`src/rtl/uart_rx_pkg.sv`:
```
package uart_rx_pkg;
  typedef struct packed {
    logic brk;
    logic frm;
    logic par;
  } rx_flags_t;

  typedef struct packed {
    rx_flags_t  flags;
    logic [7:0] data;
  } rx_entry_t;

  typedef enum logic [2:0] {
    ST_IDLE, ST_START, ST_DATA, ST_PAR, ST_STOP, ST_WAIT_HI
  } rx_state_e;

  localparam logic [1:0] PAR_WITH  = 2'b01;
  localparam logic [1:0] PAR_FORCE = 2'b10;
endpackage

```
`src/rtl/uart_rx_deser.sv`:
```
module uart_rx_deser
  import uart_rx_pkg::*;
#(
  parameter int OVS   = 16,
  parameter int SYNC  = 2
) (
  input  logic       clk_i,
  input  logic       rst_ni,
  input  logic       tick_i,
  input  logic       rxd_i,
  input  logic [1:0] len_sel_i,
  input  logic [1:0] par_mode_i,
  input  logic       par_type_i,
  output logic       push_o,
  output rx_entry_t  entry_o
);
  localparam int CW = $clog2(OVS);
  localparam logic [CW-1:0] CNT_HALF = CW'(OVS/2 - 1);
  localparam logic [CW-1:0] CNT_FULL = CW'(OVS - 1);

  logic [SYNC-1:0] sync_q;
  logic            rx_s;
  rx_state_e       state_q;
  logic [CW-1:0]   cnt_q;
  logic [2:0]      bit_q;
  logic [7:0]      data_q;
  logic            pbit_q;
  logic            push_q;
  rx_entry_t       entry_q;

  logic      par_en, is_brk, par_bad;
  logic [2:0] last_bit;
  rx_entry_t done_entry;

  always_ff @(posedge clk_i or negedge rst_ni) begin
    if (!rst_ni) sync_q <= '1;
    else         sync_q <= {sync_q[SYNC-2:0], rxd_i};
  end
  assign rx_s = sync_q[SYNC-1];

  assign par_en   = (par_mode_i == PAR_WITH) || (par_mode_i == PAR_FORCE);
  assign last_bit = 3'd4 + {1'b0, len_sel_i};

  // entry built from the stop-bit sample taken this edge
  always_comb begin
    is_brk  = (data_q == 8'h00) && !(par_en && pbit_q) && !rx_s;
    par_bad = 1'b0;
    if (par_mode_i == PAR_WITH)       par_bad = ((^data_q) ^ pbit_q) != par_type_i;
    else if (par_mode_i == PAR_FORCE) par_bad = pbit_q != par_type_i;
    done_entry.data      = is_brk ? 8'h00 : data_q;
    done_entry.flags.brk = is_brk;
    done_entry.flags.frm = !rx_s && !is_brk;
    done_entry.flags.par = par_en && !is_brk && par_bad;
  end

  always_ff @(posedge clk_i or negedge rst_ni) begin
    if (!rst_ni) begin
      state_q <= ST_IDLE;
      cnt_q   <= '0;
      bit_q   <= '0;
      data_q  <= '0;
      pbit_q  <= 1'b0;
      push_q  <= 1'b0;
      entry_q <= '0;
    end else begin
      push_q <= 1'b0;
      if (tick_i) begin
        case (state_q)
          ST_IDLE: begin
            cnt_q <= '0;
            if (!rx_s) state_q <= ST_START;
          end
          ST_START: begin
            if (cnt_q == CNT_HALF) begin
              cnt_q  <= '0;
              bit_q  <= '0;
              data_q <= '0;
              pbit_q <= 1'b0;
              state_q <= rx_s ? ST_IDLE : ST_DATA;
            end else cnt_q <= cnt_q + 1'b1;
          end
          ST_DATA: begin
            if (cnt_q == CNT_FULL) begin
              cnt_q <= '0;
              data_q[bit_q] <= rx_s;
              if (bit_q == last_bit) state_q <= par_en ? ST_PAR : ST_STOP;
              else                   bit_q   <= bit_q + 1'b1;
            end else cnt_q <= cnt_q + 1'b1;
          end
          ST_PAR: begin
            if (cnt_q == CNT_FULL) begin
              cnt_q   <= '0;
              pbit_q  <= rx_s;
              state_q <= ST_STOP;
            end else cnt_q <= cnt_q + 1'b1;
          end
          ST_STOP: begin
            if (cnt_q == CNT_FULL) begin
              cnt_q   <= '0;
              push_q  <= 1'b1;
              entry_q <= done_entry;
              state_q <= rx_s ? ST_IDLE : ST_WAIT_HI;
            end else cnt_q <= cnt_q + 1'b1;
          end
          ST_WAIT_HI: if (rx_s) state_q <= ST_IDLE;
          default: state_q <= ST_IDLE;
        endcase
      end
    end
  end

  assign push_o  = push_q;
  assign entry_o = entry_q;
endmodule

```
`src/rtl/uart_rx_fifo.sv`:
```
module uart_rx_fifo
  import uart_rx_pkg::*;
#(
  parameter int DEPTH = 3,
  localparam int CNTW = $clog2(DEPTH + 1)
) (
  input  logic            clk_i,
  input  logic            rst_ni,
  input  logic            push_i,
  input  rx_entry_t       entry_i,
  input  logic            pop_i,
  output rx_entry_t       head_o,
  output logic [CNTW-1:0] count_o,
  output logic            ovr_evt_o
);
  rx_entry_t       mem_q [DEPTH];
  logic [CNTW-1:0] cnt_q;
  logic [CNTW-1:0] wr_idx;
  logic            do_pop, do_push;

  assign do_pop    = pop_i && (cnt_q != '0);
  assign do_push   = push_i && ((cnt_q != CNTW'(DEPTH)) || do_pop);
  assign ovr_evt_o = push_i && !do_push;
  assign wr_idx    = do_pop ? cnt_q - 1'b1 : cnt_q;

  for (genvar i = 0; i < DEPTH; i++) begin : g_slot
    rx_entry_t shift_in;
    if (i == DEPTH - 1) begin : g_last
      assign shift_in = '0;
    end else begin : g_mid
      assign shift_in = mem_q[i+1];
    end
    always_ff @(posedge clk_i or negedge rst_ni) begin
      if (!rst_ni)                              mem_q[i] <= '0;
      else if (do_push && wr_idx == CNTW'(i))   mem_q[i] <= entry_i;
      else if (do_pop)                          mem_q[i] <= shift_in;
    end
  end

  always_ff @(posedge clk_i or negedge rst_ni) begin
    if (!rst_ni) cnt_q <= '0;
    else if (do_push && !do_pop) cnt_q <= cnt_q + 1'b1;
    else if (do_pop && !do_push) cnt_q <= cnt_q - 1'b1;
  end

  assign head_o  = (cnt_q != '0) ? mem_q[0] : '0;
  assign count_o = cnt_q;
endmodule

```
`src/rtl/uart_rx_status.sv`:
```
module uart_rx_status
  import uart_rx_pkg::*;
(
  input  logic      clk_i,
  input  logic      rst_ni,
  input  rx_flags_t head_flags_i,
  input  logic      block_i,
  input  logic      clr_i,
  input  logic      ovr_evt_i,
  output rx_flags_t flags_o,
  output logic      overrun_o
);
  rx_flags_t acc_q;
  logic      ovr_q;

  always_ff @(posedge clk_i or negedge rst_ni) begin
    if (!rst_ni) begin
      acc_q <= '0;
      ovr_q <= 1'b0;
    end else begin
      acc_q <= clr_i ? rx_flags_t'('0) : (acc_q | head_flags_i);
      ovr_q <= (ovr_q && !clr_i) || ovr_evt_i;
    end
  end

  assign flags_o   = block_i ? (acc_q | head_flags_i) : head_flags_i;
  assign overrun_o = ovr_q;
endmodule

```
`src/rtl/uart_rx_rts.sv`:
```
module uart_rx_rts (
  input  logic clk_i,
  input  logic rst_ni,
  input  logic on_i,
  input  logic off_i,
  input  logic auto_i,
  input  logic full_i,
  output logic rts_no
);
  logic rts_q;

  always_ff @(posedge clk_i or negedge rst_ni) begin
    if (!rst_ni)                        rts_q <= 1'b1;
    else if (off_i || (auto_i && full_i)) rts_q <= 1'b1;
    else if (on_i)                      rts_q <= 1'b0;
  end

  assign rts_no = rts_q;
endmodule

```
`src/rtl/uart_rx_errmode.sv`:
```
module uart_rx_errmode
  import uart_rx_pkg::*;
#(
  parameter int OVS   = 16,
  parameter int SYNC  = 2,
  parameter int DEPTH = 3
) (
  input  logic       clk_i,
  input  logic       rst_ni,
  input  logic       tick_i,
  input  logic       rxd_i,
  input  logic [1:0] len_sel_i,
  input  logic [1:0] par_mode_i,
  input  logic       par_type_i,
  input  logic       err_block_i,
  input  logic       irq_full_sel_i,
  input  logic       rts_auto_i,
  input  logic       rts_on_i,
  input  logic       rts_off_i,
  input  logic       err_clr_i,
  input  logic       rd_i,
  output logic [7:0] rd_data_o,
  output logic       rx_ready_o,
  output logic       fifo_full_o,
  output logic       par_err_o,
  output logic       frm_err_o,
  output logic       brk_o,
  output logic       overrun_o,
  output logic       irq_o,
  output logic       rts_no
);
  localparam int CNTW = $clog2(DEPTH + 1);

  logic            push;
  rx_entry_t       new_entry, head;
  logic [CNTW-1:0] count;
  logic            ovr_evt;
  rx_flags_t       flags;

  uart_rx_deser #(.OVS(OVS), .SYNC(SYNC)) u_deser (
    .clk_i, .rst_ni, .tick_i, .rxd_i, .len_sel_i, .par_mode_i, .par_type_i,
    .push_o(push), .entry_o(new_entry)
  );

  uart_rx_fifo #(.DEPTH(DEPTH)) u_fifo (
    .clk_i, .rst_ni, .push_i(push), .entry_i(new_entry), .pop_i(rd_i),
    .head_o(head), .count_o(count), .ovr_evt_o(ovr_evt)
  );

  uart_rx_status u_status (
    .clk_i, .rst_ni, .head_flags_i(head.flags), .block_i(err_block_i),
    .clr_i(err_clr_i), .ovr_evt_i(ovr_evt), .flags_o(flags), .overrun_o
  );

  assign rx_ready_o  = count != '0;
  assign fifo_full_o = count == CNTW'(DEPTH);

  uart_rx_rts u_rts (
    .clk_i, .rst_ni, .on_i(rts_on_i), .off_i(rts_off_i),
    .auto_i(rts_auto_i), .full_i(fifo_full_o), .rts_no
  );

  assign rd_data_o = head.data;
  assign par_err_o = flags.par;
  assign frm_err_o = flags.frm;
  assign brk_o     = flags.brk;
  assign irq_o     = irq_full_sel_i ? fifo_full_o : rx_ready_o;
endmodule

```
`config.mk`:
```
export PLATFORM = sky130hd
export DESIGN_NAME = uart_rx_errmode
export DESIGN_NICKNAME = d
export VERILOG_FILES = /design/src/rtl/uart_rx_pkg.sv /design/src/rtl/uart_rx_deser.sv /design/src/rtl/uart_rx_fifo.sv /design/src/rtl/uart_rx_status.sv /design/src/rtl/uart_rx_rts.sv /design/src/rtl/uart_rx_errmode.sv
export SDC_FILE = /design/constraint.sdc
export NUM_CORES = 1
export LEC_CHECK = 0
export ABC_AREA = 1
export CORE_MARGIN = 5
export CORE_UTILIZATION = 34
export CTS_BUF_LIST = sky130_fd_sc_hd__clkbuf_4 sky130_fd_sc_hd__clkbuf_8
export CTS_CLUSTER_DIAMETER = 150
export DETAILED_ROUTE_END_ITERATION = 10
export DONT_BUFFER_PORTS = 1
export GPL_ROUTABILITY_DRIVEN = 0
export PLACE_DENSITY = 0.56
export SYNTH_ARGS = -nofsm -noshare
export SYNTH_HDL_FRONTEND = slang
export SYNTH_HIERARCHICAL = 1
export SYNTH_SLANG_ARGS = --single-unit
```
`constraint.sdc`:
```
create_clock -name clk_i -period 2.3 [get_ports clk_i]
set_input_delay 0.46 -clock clk_i [delete_from_list [all_inputs] [get_ports clk_i]]
set_output_delay 0.46 -clock clk_i [all_outputs]
set_load 0.01 [all_outputs]
```
==> flow_summary_export.csv <==
group,metric,value,unit
status,status,"finished, final reports clean",
min_path,hold_class,"in2reg",
layout,nets,602,
global_route,grt_first_pass_wirelength,15.7,mm
sta,rsz0062_at_grt,"false",
critical_path,startpoint_type,"flip-flop",
sta,tightest_slew,0.643,ns
clocking,clkTransAtPathRegs,0.08,ns
clocking,cts_buffers,9,
global_route,grt_usage,12.8,%
route,wire_per_inst,11.8,µm
clocking,clk_latency,0.36,ns
clocking,clock_sinks,73,
global_route,grt_util_met3,3.67,%
layout,diodes,0,
critical_path,slowest_stage,"dfrtp_1",
sta,clock_skew,0.00918,ns
global_route,grt_overflow_total,0,
route,vias,3504,
yosys,yosys.area.top_type,"dfrtp_1",
global_route,first_global_vias,3512,
route,wirelength,8.87,mm
yosys,ys_top_cells_by_count,"nand2_1 (206), dfrtp_1 (70), inv_1 (63), nand3_1 (57), nor2_1 (38)",
critical_path,arrival,1.69,ns
placed_design,dp_hpwl,6.15,mm
global_route,grt_start_max_net_pins,74,
critical_path,worstPathMaxFanout,11,
layout,syn2layout_area_growth,8.84,%
yosys,synth_area_leaders,"dfrtp_1 (41%), nand2_1 (18%), nand3_1 (6.7%), inv_1 (5.5%), nand4_1 (4.7%)",
power,cellPowerDensity,818,nW/µm²
critical_path,worst_ep_required_time,1.84,ns
yosys,synth-edff-count,0,
die,start_util,34.3,%
sta,max_freq,0.465,GHz
route,drt_iter0_markers,149,
clocking,cts.htree.levels,3,
die,boundaryPins,32,
global_route,top_usage_layer,"met2",
sta,timing.slew.headroom,57.1,%
yosys,synth_ff_type,"dfrtp_1",
critical_path,crit_top_cell,"nor2_1",
power,leakage,2.36,nW
layout,drive_above_1_share,10.7,%
die,die_w,122,µm
layout,final-seq-area,1830,µm²
yosys,seq_area_frac_synth,42.8,%
clocking,cts-root-buf,"clkbuf_8",
yosys,synthArstFlopShare,100,%
yosys,syn-num-nets,606,
yosys,netlist_area,4280,µm²
yosys,ys_seq_elements,73,
route,dr.pass1.iters,4,
route,drc,0,
clocking,cts_resized,0,
critical_path,crit_chain,"inv_1 -> ha_1 -> buf_4 -> nor2_1 -> nor2_1 -> nor2_1",
route,routed_via_density,4.66,
sta,fin_crit_sh,93.5,%
layout,fill_cells,1320,
layout,utilization,37.3,%
sta,finalSetupTns,0,ns
critical_path,critical_path.top_delay_family,"simple AND/OR/NAND/NOR gates",
global_route,use_met2,21.7,%
global_route,use_met1,15.8,%
yosys,synth_cell_types,32,
die,fp.dieH,122,µm
clocking,clk_path_buf_depth,2,
critical_path,end_kind,"output port",
route,antenna_left,0,
sta,finalMaxSlewViolations,0,
die,core_area,12500,µm²
flow_run,drv_cap,0,
yosys,synth.most_common_cell,"nand2_1",
global_route,antenna_found_initial,0,
critical_path,critPathBufInv,2,
yosys,avgSynthCellArea,7.38,µm²
yosys,yosys.area.top_type_share,41.0,%
placed_design,portBuffers,0,
clocking,cts_tree,"done",
yosys,syn_inst,579,
power,ir_worst_vdd,0.374,mV
critical_path,critical_path.max_stage_delay,0.42,ns
die,row_count,41,
yosys,yosysWarnings,6,
layout,multiInputGateArea,2050,µm²
sta,period_minus_slack,2.15,ns
die,die-area,14900,µm²
sta,final-hold-violation-count,0,
sta,report.final.setup_viol,0,
critical_path,path_class,"reg2out",
area by class of cell:
| cell class | instances | area share, % |
|---|---|---|
| multi-input cells | 413 | 44.1 |
| clock inverters | 7 | 1.67 |
| inverters | 68 | 5.54 |
| repair buffers | 10 | 2.10 |
| clock buffers | 9 | 2.66 |
| well taps | 172 | 4.62 |
| flip-flops and latches | 73 | 39.3 |
logic make-up after synthesis:
group	after synthesis	synth area share, %
AOI/OAI and AO/OA	35	4.60
DFF	73	42.8
adders and majority gates	11	3.22
xor gates and xnor gates	6	1.23
buffers and inverters	93	9.22
and+or+nand+nor	361	38.9
routing by layer:
metal | wire [µm] | up-vias
li1 | - | 1835
met1 | 4130 | 1598
met2 | 4170 | 61
met3 | 442 | 10
met4 | 129 | 0
met5 | 0 | -
worst paths after layout:
path,start,to,slack (ns),cells past startpoint
setup reg to reg,u_fifo/count_o[1],u_fifo/g_slot[0].shift_in[9],0.33,8
max in group asynchronous,rst_ni,u_deser/sync_q[1],1.28,2
hold / removal,rxd_i,u_deser/sync_q[0],0.09,0
min in group asynchronous,rst_ni,u_status/acc_q[1],0.65,2
hold reg to reg,u_deser/sync_q[0],u_deser/sync_q[1],0.37,0
setup / recovery,u_fifo/count_o[1],frm_err_o,0.15,6
stage by stage:
step	area [µm²]	std cells	total power, mW	hold slack, ns	setup WS (ns)
global route	4650	752	4.09	0.0695	0.0351
floorplan	4280	579	2.53	0.164	0.450
global placement	4410	734	2.74	0.167	0.395
CTS	4650	752	3.86	0.0700	0.113
finish	4650	752	3.80	0.0936	0.149
detailed placement	4410	734	2.76	0.167	0.313
worst reg2reg max path, cell delays in order (launching register included):
cell and delay, ns:
dfrtp_1 0.42, inv_1 0.08, ha_1 0.20, inv_2 0.10
nand2_4 0.10, a21oi_4 0.28, nand3_2 0.41, nand3_1 0.21
nand2_1 0.06
state kept, by name (all words and copies together) (netlist names):
| register | count |
|---|---|
| u_deser/bit_q | 3 |
| u_fifo/count_o | 2 |
| u_deser/pbit_q | 1 |
| u_deser/sync_q | 2 |
| u_deser/entry_o | 11 |
| u_status/acc_q | 3 |
| u_fifo/g_slot.shift_in | 22 |
| u_deser/state_q | 3 |
| u_deser/cnt_q | 4 |
| u_status/overrun_o | 1 |
| u_deser/data_q | 8 |
| u_fifo/mem_q | 11 |
| u_deser/push_o | 1 |
| u_rts/rts_no | 1 |
power by group:
part | leakage [nW] | switching [mW] | internal (mW)
Sequential | 1.00 | 0.115 | 1.37
Combinational | 1.26 | 0.912 | 0.371
Clock | 0.101 | 0.527 | 0.512
Total | 2.36 | 1.55 | 2.25
cells in the final DEF, fill, tap and decap left out, drive strengths merged:
cell and count:
nand2 215, clkinv 2, a21oi 4, xnor2 3, nor2 44, bufinv 1, o21ai 28, inv 71
a21o 1, o21a 1, ha 11, clkbuf 9, buf 9, dlygate4sd3 1, dfstp 3, dfrtp 70
o22ai 1, nand3 69, nand4 32, xor2 3, clkinvlp 1, or2 1
what timing repair did:
action	CTS	global route
setup buffers	0	0
setup endpoints to repair	0	0
hold buffers	2	0
endpoints found under the hold margin	73	0
No activity file was read; power rests on OpenSTA's default activity.
